File: src/rtl/sbox_tower_pkg.sv
package sbox_tower_pkg;

  localparam int BYTE_W  = 8;
  localparam int HALF_W  = BYTE_W / 2;
  localparam int QUART_W = HALF_W / 2;

  typedef logic [BYTE_W-1:0]               byte_t;
  typedef logic [HALF_W-1:0]               nib_t;
  typedef logic [QUART_W-1:0]              pair_t;
  typedef logic [BYTE_W-1:0][BYTE_W-1:0]   bitMat_t;   // bitMat[row][col]

  typedef struct packed {
    logic fwdPath;
    logic invPath;
  } modeStrobe_t;

  localparam byte_t AFFINE_C = 8'h63;

  // GF(2^2), modulus w^2 + w + 1
  function automatic pair_t gf4Mul(input pair_t a, input pair_t b);
    pair_t r;
    r[1] = (a[1] & b[1]) ^ (a[1] & b[0]) ^ (a[0] & b[1]);
    r[0] = (a[1] & b[1]) ^ (a[0] & b[0]);
    return r;
  endfunction

  // squaring doubles as inversion in GF(2^2)
  function automatic pair_t gf4Sq(input pair_t a);
    return {a[1], a[1] ^ a[0]};
  endfunction

  // GF(2^4) = GF(2^2)[z] / (z^2 + z + lam)
  function automatic nib_t gf16Mul(input nib_t a, input nib_t b, input pair_t lam);
    pair_t hh;
    nib_t  r;
    hh      = gf4Mul(a[3:2], b[3:2]);
    r[3:2]  = hh ^ gf4Mul(a[3:2], b[1:0]) ^ gf4Mul(a[1:0], b[3:2]);
    r[1:0]  = gf4Mul(hh, lam) ^ gf4Mul(a[1:0], b[1:0]);
    return r;
  endfunction

  function automatic nib_t gf16Inv(input nib_t a, input pair_t lam);
    pair_t nrm;
    pair_t nrmInv;
    nrm    = gf4Mul(gf4Sq(a[3:2]), lam) ^ gf4Mul(a[3:2], a[1:0]) ^ gf4Sq(a[1:0]);
    nrmInv = gf4Sq(nrm);
    return {gf4Mul(a[3:2], nrmInv), gf4Mul(a[3:2] ^ a[1:0], nrmInv)};
  endfunction

  // GF(2^8) = GF(2^4)[y] / (y^2 + y + mu)
  function automatic byte_t gf256Mul(input byte_t a, input byte_t b,
                                     input pair_t lam, input nib_t mu);
    nib_t  hh;
    byte_t r;
    hh     = gf16Mul(a[7:4], b[7:4], lam);
    r[7:4] = hh ^ gf16Mul(a[7:4], b[3:0], lam) ^ gf16Mul(a[3:0], b[7:4], lam);
    r[3:0] = gf16Mul(hh, mu, lam) ^ gf16Mul(a[3:0], b[3:0], lam);
    return r;
  endfunction

  // first mu for which y^2 + y + mu has no root in GF(2^4)
  function automatic nib_t findMu(input pair_t lam);
    nib_t pick;
    logic got;
    logic hit;
    pick = '0;
    got  = 1'b0;
    for (int m = 1; m < 16; m++) begin
      hit = 1'b0;
      for (int y = 0; y < 16; y++) begin
        if ((gf16Mul(nib_t'(y), nib_t'(y), lam) ^ nib_t'(y)) == nib_t'(m)) hit = 1'b1;
      end
      if (!hit && !got) begin
        pick = nib_t'(m);
        got  = 1'b1;
      end
    end
    return pick;
  endfunction

  // the pick-th root (counting from 0) of x^8+x^4+x^3+x+1 in the tower field
  function automatic byte_t findRoot(input pair_t lam, input nib_t mu, input int pick);
    byte_t res;
    byte_t b;
    byte_t b2;
    byte_t b4;
    byte_t b8;
    int    cnt;
    logic  got;
    res = '0;
    cnt = 0;
    got = 1'b0;
    for (int c = 2; c < 256; c++) begin
      b  = byte_t'(c);
      b2 = gf256Mul(b, b, lam, mu);
      b4 = gf256Mul(b2, b2, lam, mu);
      b8 = gf256Mul(b4, b4, lam, mu);
      if ((b8 ^ b4 ^ gf256Mul(b2, b, lam, mu) ^ b ^ 8'h01) == 8'h00) begin
        if (cnt == pick && !got) begin
          res = b;
          got = 1'b1;
        end
        cnt++;
      end
    end
    return res;
  endfunction

  function automatic byte_t applyMat(input bitMat_t m, input byte_t x);
    byte_t y;
    for (int r = 0; r < BYTE_W; r++) y[r] = ^(m[r] & x);
    return y;
  endfunction

  // column c holds root^c written in the tower basis
  function automatic bitMat_t buildIso(input byte_t root, input pair_t lam, input nib_t mu);
    bitMat_t m;
    byte_t   pw;
    pw = 8'h01;
    for (int c = 0; c < BYTE_W; c++) begin
      for (int r = 0; r < BYTE_W; r++) m[r][c] = pw[r];
      pw = gf256Mul(pw, root, lam, mu);
    end
    return m;
  endfunction

  function automatic bitMat_t invertMat(input bitMat_t m);
    bitMat_t inv;
    byte_t   xb;
    byte_t   y;
    inv = '0;
    for (int x = 0; x < 256; x++) begin
      xb = byte_t'(x);
      y  = applyMat(m, xb);
      for (int j = 0; j < BYTE_W; j++) begin
        if (y == (byte_t'(1) << j)) begin
          for (int r = 0; r < BYTE_W; r++) inv[r][j] = xb[r];
        end
      end
    end
    return inv;
  endfunction

  function automatic bitMat_t matMul(input bitMat_t a, input bitMat_t b);
    bitMat_t c;
    byte_t   col;
    byte_t   res;
    for (int k = 0; k < BYTE_W; k++) begin
      for (int j = 0; j < BYTE_W; j++) col[j] = b[j][k];
      res = applyMat(a, col);
      for (int r = 0; r < BYTE_W; r++) c[r][k] = res[r];
    end
    return c;
  endfunction

  function automatic bitMat_t affineMat();
    bitMat_t m;
    m = '0;
    for (int i = 0; i < BYTE_W; i++) begin
      m[i][i]                = 1'b1;
      m[i][(i + 4) % BYTE_W] = 1'b1;
      m[i][(i + 5) % BYTE_W] = 1'b1;
      m[i][(i + 6) % BYTE_W] = 1'b1;
      m[i][(i + 7) % BYTE_W] = 1'b1;
    end
    return m;
  endfunction

  function automatic bitMat_t invAffineMat();
    bitMat_t m;
    m = '0;
    for (int i = 0; i < BYTE_W; i++) begin
      m[i][(i + 2) % BYTE_W] = 1'b1;
      m[i][(i + 5) % BYTE_W] = 1'b1;
      m[i][(i + 7) % BYTE_W] = 1'b1;
    end
    return m;
  endfunction

endpackage

File: src/rtl/sbox_mode_ctrl.sv
module sbox_mode_ctrl
  import sbox_tower_pkg::*;
(
  input  logic        modeInv,
  output modeStrobe_t strobes
);

  always_comb begin
    strobes.fwdPath = ~modeInv;
    strobes.invPath = modeInv;
  end

endmodule

File: src/rtl/gf256_tower_inv.sv
module gf256_tower_inv
  import sbox_tower_pkg::*;
#(
  parameter logic [1:0] SUB_LAMBDA = 2'b10
) (
  input  byte_t opIn,
  output byte_t opInv
);

  localparam nib_t MU = findMu(SUB_LAMBDA);

  nib_t hiIn;
  nib_t loIn;
  nib_t normVal;
  nib_t normInv;

  assign hiIn = opIn[BYTE_W-1:HALF_W];
  assign loIn = opIn[HALF_W-1:0];

  // reduction of the operand to a subfield norm
  assign normVal = gf16Mul(gf16Mul(hiIn, hiIn, SUB_LAMBDA), MU, SUB_LAMBDA)
                 ^ gf16Mul(hiIn, loIn, SUB_LAMBDA)
                 ^ gf16Mul(loIn, loIn, SUB_LAMBDA);

  assign normInv = gf16Inv(normVal, SUB_LAMBDA);

  // rebuild the high and low halves of the inverse
  for (genvar h = 0; h < 2; h++) begin : g_half
    nib_t factor;
    assign factor = (h == 1) ? hiIn : (hiIn ^ loIn);
    assign opInv[h*HALF_W +: HALF_W] = gf16Mul(factor, normInv, SUB_LAMBDA);
  end

endmodule

File: src/rtl/sbox_map_datapath.sv
module sbox_map_datapath
  import sbox_tower_pkg::*;
#(
  parameter int         ROOT_PICK  = 0,
  parameter logic [1:0] SUB_LAMBDA = 2'b10
) (
  input  byte_t       dataIn,
  input  modeStrobe_t strobes,
  input  byte_t       invOut,
  output byte_t       invIn,
  output byte_t       dataOut
);

  localparam nib_t    MU       = findMu(SUB_LAMBDA);
  localparam byte_t   ROOT     = findRoot(SUB_LAMBDA, MU, ROOT_PICK);
  localparam bitMat_t ISO      = buildIso(ROOT, SUB_LAMBDA, MU);
  localparam bitMat_t ISO_INV  = invertMat(ISO);
  localparam bitMat_t OUT_FWD  = matMul(affineMat(), ISO_INV);
  localparam bitMat_t IN_INV   = matMul(ISO, invAffineMat());
  localparam byte_t   IN_INV_C = applyMat(ISO, applyMat(invAffineMat(), AFFINE_C));

  byte_t inFwd;
  byte_t inInvLin;
  byte_t outFwdLin;
  byte_t outInv;

  for (genvar r = 0; r < BYTE_W; r++) begin : g_row
    assign inFwd[r]     = ^(ISO[r] & dataIn);
    assign inInvLin[r]  = ^(IN_INV[r] & dataIn);
    assign outFwdLin[r] = ^(OUT_FWD[r] & invOut);
    assign outInv[r]    = ^(ISO_INV[r] & invOut);
  end

  assign invIn   = ({BYTE_W{strobes.fwdPath}} & inFwd)
                 | ({BYTE_W{strobes.invPath}} & (inInvLin ^ IN_INV_C));

  assign dataOut = ({BYTE_W{strobes.fwdPath}} & (outFwdLin ^ AFFINE_C))
                 | ({BYTE_W{strobes.invPath}} & outInv);

endmodule

File: src/rtl/aes_sbox_dual.sv
module aes_sbox_dual
  import sbox_tower_pkg::*;
#(
  parameter int         ROOT_PICK  = 0,
  parameter logic [1:0] SUB_LAMBDA = 2'b10
) (
  input  logic [7:0] dataIn,
  input  logic       modeInv,
  output logic [7:0] dataOut
);

  modeStrobe_t strobes;
  byte_t       invIn;
  byte_t       invOut;

  sbox_mode_ctrl ctrl_i (
    .modeInv (modeInv),
    .strobes (strobes)
  );

  sbox_map_datapath #(
    .ROOT_PICK  (ROOT_PICK),
    .SUB_LAMBDA (SUB_LAMBDA)
  ) dp_i (
    .dataIn  (dataIn),
    .strobes (strobes),
    .invOut  (invOut),
    .invIn   (invIn),
    .dataOut (dataOut)
  );

  gf256_tower_inv #(
    .SUB_LAMBDA (SUB_LAMBDA)
  ) inv_i (
    .opIn  (invIn),
    .opInv (invOut)
  );

endmodule

File: config.mk
export PLATFORM = sky130hd
export DESIGN_NAME = aes_sbox_dual
export DESIGN_NICKNAME = d
export VERILOG_FILES = /design/src/rtl/sbox_tower_pkg.sv /design/src/rtl/sbox_mode_ctrl.sv /design/src/rtl/gf256_tower_inv.sv /design/src/rtl/sbox_map_datapath.sv /design/src/rtl/aes_sbox_dual.sv
export SDC_FILE = /design/constraint.sdc
export NUM_CORES = 1
export LEC_CHECK = 0
export ABC_AREA = 1
export ABC_CLOCK_PERIOD_IN_PS = 5400
export BUFFER_PORTS_ARGS = -buffer_cell sky130_fd_sc_hd__buf_2
export CAP_MARGIN = 40
export CORE_ASPECT_RATIO = 1.5
export CORE_MARGIN = 8
export CORE_UTILIZATION = 59
export DETAILED_ROUTE_END_ITERATION = 8
export PLACE_DENSITY = 0.88
export REMOVE_ABC_BUFFERS = 1
export SLEW_MARGIN = 15
export SYNTH_ARGS = -nofsm -noshare
export SYNTH_HDL_FRONTEND = slang
export SYNTH_SLANG_ARGS = --single-unit
File: constraint.sdc
create_clock -name vclk -period 5.4
set_input_delay 0.81 -clock vclk [all_inputs]
set_output_delay 0.81 -clock vclk [all_outputs]
set_load 0.01 [all_outputs]
==> run_results.csv, run 1 <==
group,metric,value,unit
floorplanning,row_count,32,
run_status,status,"stopped before the end",
floorplanning,initial_core_util,59.50,%
logic_synthesis,syn_area_per_cell,4.727,um^2
run_status,error,"[ERROR GRT-0116] Global routing finished with congestion. Check the congestion regions in the DRC Viewer.",
floorplanning,die_w,74.24,um
global_route,grt_pass1_wl,35740,um
placement,portBuffers,17,
logic_synthesis,ys_top_cells_by_area,"nand2_1 (40%), nand3_1 (22%), nand2_2 (7.9%)",
logic_synthesis,syn-cell-area,3002,um^2
global_route,grt_usage,62.56,%
placement,globalplace.congestion,1.035,
placement,hpwl,8968,um
global_route,grt_max_degree,18,
placement,placed_cell_area,3711,um^2
logic_synthesis,yosys.area.top_type,"nand2_1",
run_status,haltStage,"global routing",
global_route,grt.overflow.total,1,
global_route,grt_pass1_vias,6289,
logic_synthesis,synth_cell_types,28,
floorplanning,chipHeight,103.4,um
logic_synthesis,synth_top_area_share,39.64,%
floorplanning,ioPinCount,17,
logic_synthesis,synth-seq-area-share,0,%
logic_synthesis,synthCells,635,
logic_synthesis,synthTopCellsByCount,"nand2_1 (317), nand3_1 (134), inv_1 (39)",
logic_synthesis,synth_warnings,0,
logic_synthesis,synth.most_common_cell,"nand2_1",
==> routing by layer <==
metal | GRT usage (%) | GRT overflow
met5 | 11.76 | 0
met4 | 62.58 | 1
met3 | 52.22 | 0
met2 | 78.46 | 0
met1 | 59.31 | 0
==> cells by family after synthesis <==
group,share of synthesized area (%)
fa+ha+maj,1.667
compound gates,2.334
simple gates,79.03
buf+inv,10.25
xor+xnor,6.712
==> per-stage QoR <==
step           setup WS [ns]  cells  utilization, %
3_3_place_gp         -0.2791    792           73.56
3_5_place_dp         -0.5251    792           73.56
4_1_cts             -0.07680    815           90.05
2_1_floorplan       -0.01842    625               -
==> what timing repair did <==
item,4_1_cts
pin swaps,81
gates resized for setup,181
hold buffers,0
buffers inserted,23
gates cloned,1
endpoints found under the hold margin,0
endpoints found under the setup margin,8
==> inputs of run 2 (changes only) <==
ABC_CLOCK_PERIOD_IN_PS = 7000   (was 5400)
CORE_ASPECT_RATIO = unset   (was 1.5)
CORE_UTILIZATION = 40   (was 59)
PLACE_DENSITY = unset   (was 0.88)
PLACE_DENSITY_LB_ADDON = 0.15   (was unset)
clock period = 7 ns   (was 5.4 ns; I/O delays follow)
==> run 2 against run 1 <==
  * Area after synthesis stayed put
  * The run now ends clean
  * Synthesized cell count unchanged
==> run_results.csv, run 2 <==
group,metric,value,unit
logic_synthesis,synth_warnings,0,
cells_and_area,layout_commonest_cell,"nand2_1",
worst_hold_path,hp-class,"in2out",
timing,fin_setup_tns,0,ns
floorplanning,initial_core_util,41.38,%
logic_synthesis,synthCells,635,
logic_synthesis,synth-seq-area-share,0,%
timing,maxSlewViolCount,0,
cells_and_area,seq_cell_count,0,
global_route,grt_pass1_vias,3358,
routing,drt-pass1-iter-count,5,
worst_hold_path,whs_endpoint,"dataOut[1]",
routing,viasPerCell,5.102,
timing,layout_worst_path_cycle_share,93.35,%
logic_synthesis,ys_top_cells_by_area,"nand2_1 (40%), nand3_1 (22%), nand2_2 (7.9%)",
floorplanning,core_area,7253,um^2
worst_setup_path,critical_path_class,"in2out",
logic_synthesis,syn_area_per_cell,4.727,um^2
cells_and_area,area_growth,8.462,%
global_route,grt_max_degree,20,
logic_synthesis,syn-cell-area,3002,um^2
timing,fmax,153.0,MHz
logic_synthesis,synth_top_area_share,39.64,%
worst_setup_path,cp.required,5.95,ns
cells_and_area,antennaDiodeCount,0,
cells_and_area,regArea,0,um^2
placement,hpwl,7287,um
routing,drc,0,
floorplanning,dieArea,10530,um^2
routing,detail_route.wl_per_cell,11.69,um
placement,globalplace.congestion,0.8868,
logic_synthesis,synth.most_common_cell,"nand2_1",
timing,setup_viol,0,
logic_synthesis,synth_cell_types,28,
timing,final.setup.worst_slack,0.4654,ns
worst_setup_path,cp-end-kind,"output port",
run_status,status,"finished, final reports clean",
routing,vias,3837,
placement,portBuffers,17,
worst_setup_path,cp-start-kind,"primary input",
worst_setup_path,crit_slowest_cell,"ha_1",
worst_hold_path,min_from,"modeInv",
floorplanning,row_count,31,
cells_and_area,mostFrequentLayoutCells,"nand2_1 (315), nand3_1 (134), inv_1 (39)",
logic_synthesis,synthTopCellsByCount,"nand2_1 (317), nand3_1 (134), inv_1 (39)",
clocking,hold_buffers,0,
global_route,grt_usage,16.86,%
cells_and_area,fin_nets,668,
floorplanning,ioPinCount,17,
timing,relSlewSlack,69.14,%
floorplanning,chipHeight,102.6,um
timing,hold_viol_final,0,
routing,first_iter_violations,271,
worst_setup_path,cp_common_cell,"nand2_1",
placement,pre_cts_ws,0.2774,ns
cells_and_area,n_fill_cell,838,
worst_setup_path,worstPathArrival,5.48,ns
global_route,grt.overflow.total,0,
routing,ant_nets,0,
worst_setup_path,cp_slowest_stage_delay,0.26,ns
global_route,antenna_found_initial,0,
timing,max_slew.worst_pin.slew,0.4618,ns
worst_setup_path,worstPathMaxFanout,11,
flow_run,drv_cap,0,
floorplanning,die_w,102.6,um
logic_synthesis,yosys.area.top_type,"nand2_1",
cells_and_area,clock_buffers,0,
cells_and_area,layout-drive-gt1-share,17.76,%
worst_hold_path,whs_path_depth,4,
routing,wl,8792,um
global_route,grt_pass1_wl,15010,um
timing,timing.final.crit_period,6.535,ns
## run 2: cell counts after synthesis
Identical to the previous run, type by type.
## run 2: final cells by class
type	instances	area (um^2)	area share [%]
Timing Repair Buffer	28	167.7	5.150
Inverter	61	231.5	7.110
Tap cell	99	123.9	3.805
Multi-Input combinational cell	564	2733	83.94
## run 2: worst max-delay path by stage
stage / endpoint / slack [ns] / start / depth (start not counted)
2_1_floorplan: dataOut[6] / 1.10 / modeInv / 30
3_3_place_gp: dataOut[0] / 0.31 / dataIn[2] / 40
3_5_place_dp: dataOut[0] / 0.28 / dataIn[2] / 40
4_1_cts: dataOut[0] / 0.25 / dataIn[2] / 40
5_1_grt: dataOut[0] / -0.04 / dataIn[2] / 42
6_report: dataOut[0] / 0.47 / dataIn[2] / 39
## run 2: per-stage QoR
step	utilization (%)	hold slack, ns	std cells	instance area (um^2)
6_report	44.89	2.676	752	3256
5_1_grt	44.89	2.707	752	3256
4_1_cts	43.63	2.673	745	3164
3_5_place_dp	43.63	2.675	745	3164
2_1_floorplan	-	2.189	625	2925
3_3_place_gp	43.63	2.670	745	3164
## run 2: kinds of logic (layout without fill, tap and decap cells)
family	after synthesis	count (layout)	share of synthesized area [%]
XOR/XNOR	17	17	6.712
adder cells (fa/ha/maj)	4	4	1.667
AO/OA/AOI/OAI	13	13	2.334
buffers and inverters	71	89	10.25
AND/OR/NAND/NOR	530	530	79.03
## run 2: worst max-delay path, delay by kind of cell
family	cells	cell delay, ns
adders and majority gates	2	0.48
and+or+nand+nor	25	2.31
buffers and inverters	8	0.83
xor gates and xnor gates	4	0.79
## run 2: repair_timing
item	in CTS	in global routing
endpoints found under the setup margin	0	8
resized for setup	0	9
setup buffers	0	7
## run 2: routing by layer
metal / wire, um / GRT usage (%) / up-vias
li1: - / - / 2065
met1: 4272 / 23.02 / 1662
met2: 3949 / 29.17 / 100
met3: 463 / 0.4727 / 10
met4: 106 / 2.370 / 0
met5: 0 / 0 / -
Power of run 2 is not shown: default switching activity piles up to over one toggle a cycle in this logic, so the estimate is an artifact.
==> inputs of run 3 (changes only) <==
CELL_PAD_IN_SITES_DETAIL_PLACEMENT = 1   (was unset)
CELL_PAD_IN_SITES_GLOBAL_PLACEMENT = 2   (was unset)
CORE_ASPECT_RATIO = 1.5   (was unset)
CORE_UTILIZATION = 31   (was 40)
==> run 3 against run 2 <==
  * Die area up 25%
  * Final cell count up 2.0%
  * Cell area up 2.4%
  * Setup slack worse by 0.046 ns
  * Non-clock buffer count down 1
  * Sequential share of layout area unchanged
  * Hold slack better by 0.012 ns
  * Count of clock-buffer cells in the layout unchanged
  * Highest routed layer unchanged
  * Maximum frequency down 0.70%
  * Routed wire length up 33%
  * Critical path depth down 1
==> run_results.csv, run 3 (same netlist as run 2, synthesis figures left out) <==
group,metric,value,unit
run_status,status,"finished, final reports clean",
worst_setup_path,cp_common_cell,"nand2_1",
cells_and_area,fin_cells,767,
timing,setup_viol,0,
routing,viasPerCell,5.248,
global_route,grt_max_degree,20,
worst_setup_path,worstPathArrival,5.53,ns
routing,drt-pass1-iter-count,4,
floorplanning,initial_core_util,31.33,%
timing,fmax,152.0,MHz
routing,wl,11680,um
cells_and_area,clock_buffers,0,
global_route,grt.overflow.total,0,
global_route,grt_pass1_wl,18920,um
timing,relSlewSlack,69.73,%
cells_and_area,layout_commonest_cell,"nand2_1",
cells_and_area,regArea,0,um^2
floorplanning,ioPinCount,17,
global_route,grt_pass1_vias,4095,
global_route,antenna_found_initial,0,
cells_and_area,fin_nets,667,
routing,ant_nets,0,
placement,hpwl,10230,um
worst_hold_path,whs_path_depth,5,
worst_setup_path,cp-end-kind,"output port",
timing,hold_ws,2.688,ns
placement,globalplace.congestion,0.8542,
worst_setup_path,cp-start-kind,"primary input",
routing,vias,4025,
cells_and_area,antennaDiodeCount,0,
floorplanning,core_area,9579,um^2
floorplanning,row_count,44,
worst_setup_path,cp_slowest_stage_delay,0.29,ns
worst_hold_path,hp-class,"in2out",
timing,hold_viol_final,0,
worst_setup_path,cp.required,5.95,ns
placement,place_inst,762,
floorplanning,dieArea,13150,um^2
placement,portBuffers,17,
timing,final.setup.worst_slack,0.4194,ns
timing,timing.final.crit_period,6.581,ns
floorplanning,die_w,96.35,um
timing,max_slew.worst_pin.slew,0.4529,ns
cells_and_area,layout-drive-gt1-share,18.87,%
worst_setup_path,worstPathMaxFanout,7,
timing,maxSlewViolCount,0,
timing,layout_worst_path_cycle_share,94.01,%
routing,detail_route.wl_per_cell,15.22,um
flow_run,drv_cap,0,
floorplanning,chipHeight,136.5,um
routing,drc,0,
routing,first_iter_violations,76,
placement,pre_cts_ws,-0.07093,ns
worst_setup_path,crit_slowest_cell,"xnor2_2",
worst_setup_path,critical_path_class,"in2out",
cells_and_area,area_growth,11.09,%
timing,rsz0062_at_grt,"true",
cells_and_area,seq_cell_count,0,
global_route,grt_usage,17.87,%
cells_and_area,mostFrequentLayoutCells,"nand2_1 (312), nand3_1 (132), inv_1 (39)",
==> run 3: critical path: cells and delay by family <==
family                     cells  cell delay [ns]
and+or+nand+nor               25             2.42
xor gates and xnor gates       4             0.83
AOI/OAI and AO/OA              1             0.15
buffers and inverters          6             0.63
adders and majority gates      2             0.42
==> run 3: metrics by stage <==
stage	area (um^2)	utilization, %	TNS, ns
finish	3334	34.81	0
global route	3334	34.81	-0.02100
CTS	3207	33.48	0
detailed placement	3192	33.32	-0.2062
global placement	3192	33.32	0
floorplan	2925	-	0
==> run 3: area by class of cell <==
| cell class | instances | area [um^2] |
|---|---|---|
| fillers | 1456 | 6245 |
| multi-input cells | 564 | 2799 |
| inverters | 61 | 231.5 |
| repair buffers | 27 | 160.2 |
| well taps | 115 | 143.9 |
==> run 3: timing repair <==
item / in CTS / in global routing
endpoints found under the setup margin: 7 / 8
pin swaps: 1 / 5
gates resized for setup: 2 / 22
hold buffers: 0 / 0
setup buffers: 1 / 4
==> run 3: path summary, 6_finish.rpt <==
kind                   from  slack (ns)          to
setup / recovery  dataIn[0]        0.42  dataOut[2]
hold / removal      modeInv        2.69  dataOut[3]
==> run 3: routing by layer <==
layer	global-route usage [%]	share of wire [%]
met4	8.030	5.3
met5	0	0
met3	0.2197	0.93
met2	37.84	59
met1	16.44	35
Power of run 3 is left out for the same reason.
==> inputs of run 4 (changes only) <==
ABC_AREA = 0   (was 1)
CAP_MARGIN = unset   (was 40)
CORE_UTILIZATION = 40   (was 31)
==> run 4 against run 3 <==
  * The run now ends with negative setup slack left
  * Hold slack improved by 0.18 ns
  * Die area decreased by 31%
  * Final cell count is 35% lower
  * Routed wire length increased by 2.3%
  * Critical endpoint is now dataOut[4]
  * Maximum frequency shrank 10%
  * Flip-flop and latch count stayed put
  * Core utilization rose by 33 points
  * Area after synthesis down 17%
  * Count of clock-buffer cells in the layout did not move
==> run_results.csv, run 4 <==
group,metric,value,unit
cells_and_area,clock_buffers,0,
timing,maxSlewViolCount,0,
floorplanning,core_area,6087,um^2
floorplanning,row_count,35,
worst_setup_path,crit_slowest_cell,"xnor3_2",
placement,hpwl,6827,um
timing,relSlewSlack,46.89,%
timing,fmax,136.3,MHz
floorplanning,chipHeight,112.9,um
worst_setup_path,critical_path_class,"in2out",
routing,drt-pass1-iter-count,4,
logic_synthesis,synthTopCellsByCount,"xnor2_1 (38), xor2_1 (22), nor2_1 (21)",
placement,globalplace.congestion,0.8795,
routing,detail_route.wl_per_cell,24.14,um
routing,drc,0,
worst_setup_path,cp_common_cell,"xnor2_1",
timing,rsz0062_at_grt,"true",
logic_synthesis,synth_cell_types,64,
logic_synthesis,synthCells,296,
logic_synthesis,yosys.area.top_type,"xnor2_1",
global_route,grt_usage,19.58,%
worst_setup_path,cp_slowest_stage_delay,0.55,ns
logic_synthesis,syn_area_per_cell,8.463,um^2
global_route,antenna_found_initial,0,
worst_setup_path,cp-end-kind,"output port",
global_route,grt.overflow.total,0,
cells_and_area,regArea,0,um^2
worst_setup_path,worstPathArrival,6.29,ns
timing,max_slew.worst_pin.slew,0.7909,ns
timing,final.setup.worst_slack,-0.3366,ns
global_route,grt_pass1_vias,3037,
placement,pre_cts_ws,-0.2792,ns
routing,wl,11950,um
global_route,grt_max_degree,12,
worst_setup_path,crit_buf_inv,7,
timing,timing.final.crit_period,7.337,ns
logic_synthesis,synth_top_area_share,13.29,%
timing,hold_viol_final,0,
cells_and_area,layout_commonest_cell,"buf_4",
cells_and_area,antennaDiodeCount,0,
routing,ant_nets,0,
logic_synthesis,ys_top_cells_by_area,"xnor2_1 (13%), xnor2_2 (9.1%), xor2_1 (7.7%)",
flow_run,drv_cap,0,
floorplanning,initial_core_util,41.15,%
cells_and_area,stdcell_area,4100,um^2
logic_synthesis,synth_warnings,0,
run_status,status,"finished, violations left",
global_route,grt_pass1_wl,14590,um
placement,placed_cell_area,3294,um^2
cells_and_area,area_growth,63.69,%
cells_and_area,n_fill_cell,677,
cells_and_area,seq_cell_count,0,
cells_and_area,layout-drive-gt1-share,59.86,%
cells_and_area,mostFrequentLayoutCells,"buf_4 (117), xnor2_1 (28), nor2_1 (19)",
cells_and_area,fin_util,67.36,%
routing,vias,2886,
floorplanning,dieArea,9102,um^2
timing,setup_viol,8,
worst_setup_path,path_cells,"clkbuf_4 > xor2_1 > xnor2_1 > xnor3_1 > buf_4 > buf_4 > nor2_2 > xnor3_1 > inv_2 > ha_4 > inv_4 > xnor3_1 > nor4_1 > o31ai_1 > nand4_4 > buf_8 > o2bb2ai_2 > a311oi_2 > xnor3_2 > xor2_2 > xnor2_1 > xnor2_1 > xnor2_1 > buf_2",
run_status,violations,"negative setup slack",
timing,hold_ws,2.870,ns
floorplanning,die_w,80.61,um
floorplanning,ioPinCount,17,
worst_setup_path,cp_top_family,"XOR/XNOR gates",
cells_and_area,fin_nets,436,
routing,first_iter_violations,150,
logic_synthesis,synth.most_common_cell,"xnor2_1",
placement,portBuffers,17,
logic_synthesis,syn-cell-area,2505,um^2
cells_and_area,multi_input_area,2838,um^2
worst_setup_path,cp.required,5.95,ns
worst_hold_path,hp-class,"in2out",
clocking,hold_buffers,0,
worst_setup_path,cp-start-kind,"primary input",
logic_synthesis,synth-seq-area-share,0,%
routing,viasPerCell,5.830,
worst_setup_path,worstPathMaxFanout,9,
timing,layout_worst_path_cycle_share,104.8,%
## run 4: cell types whose count changed in the layout (fill, tap and decap cells not counted), sizes merged, moves of 20 or more
cell / before / now
nand2: 359 / 19
nand3: 145 / 10
buf: 27 / 141
inv: 61 / 10
xnor2: 6 / 52
xor2: 11 / 31
## run 4: cells by family (layout without fill, tap and decap cells)
family	count (synthesis)	in the layout	synth area share (%)
compound gates	62	62	18.78
xor+xnor	94	94	46.50
fa+ha+maj	4	4	1.998
buf+inv	28	153	5.744
mux	14	14	6.643
simple gates	94	94	20.33
## run 4: per-stage QoR
stage                     std cells  TNS, ns
final                           495   -1.517
after global routing            495   -3.157
after floorplan                 278   -2.438
after global placement          463  -0.3527
after detailed placement        463   -1.302
after CTS                       479        0
## run 4: routing by layer
metal / GRT usage, % / wire length, um
met1: 19.56 / 4239
met2: 40.12 / 6725
met3: 0.7143 / 299
met4: 5.854 / 683
met5: 0 / 0
## run 4: layout make-up
cell class	count	area share, %
Inverter	10	1.038
Multi-Input combinational cell	268	69.21
Tap cell	74	2.258
Timing Repair Buffer	143	27.49
## run 4: what timing repair did
action,CTS,global route
setup buffers,15,18
resized for setup,44,64
pin swaps,33,52
gates cloned,1,0
endpoints found under the setup margin,8,8
## run 4: final timing paths
path	start	to	slack, ns	cells past startpoint
setup / recovery	dataIn[7]	dataOut[4]	-0.34	24
hold / removal	modeInv	dataOut[1]	2.87	5
Power of run 4 is left out for the same reason.
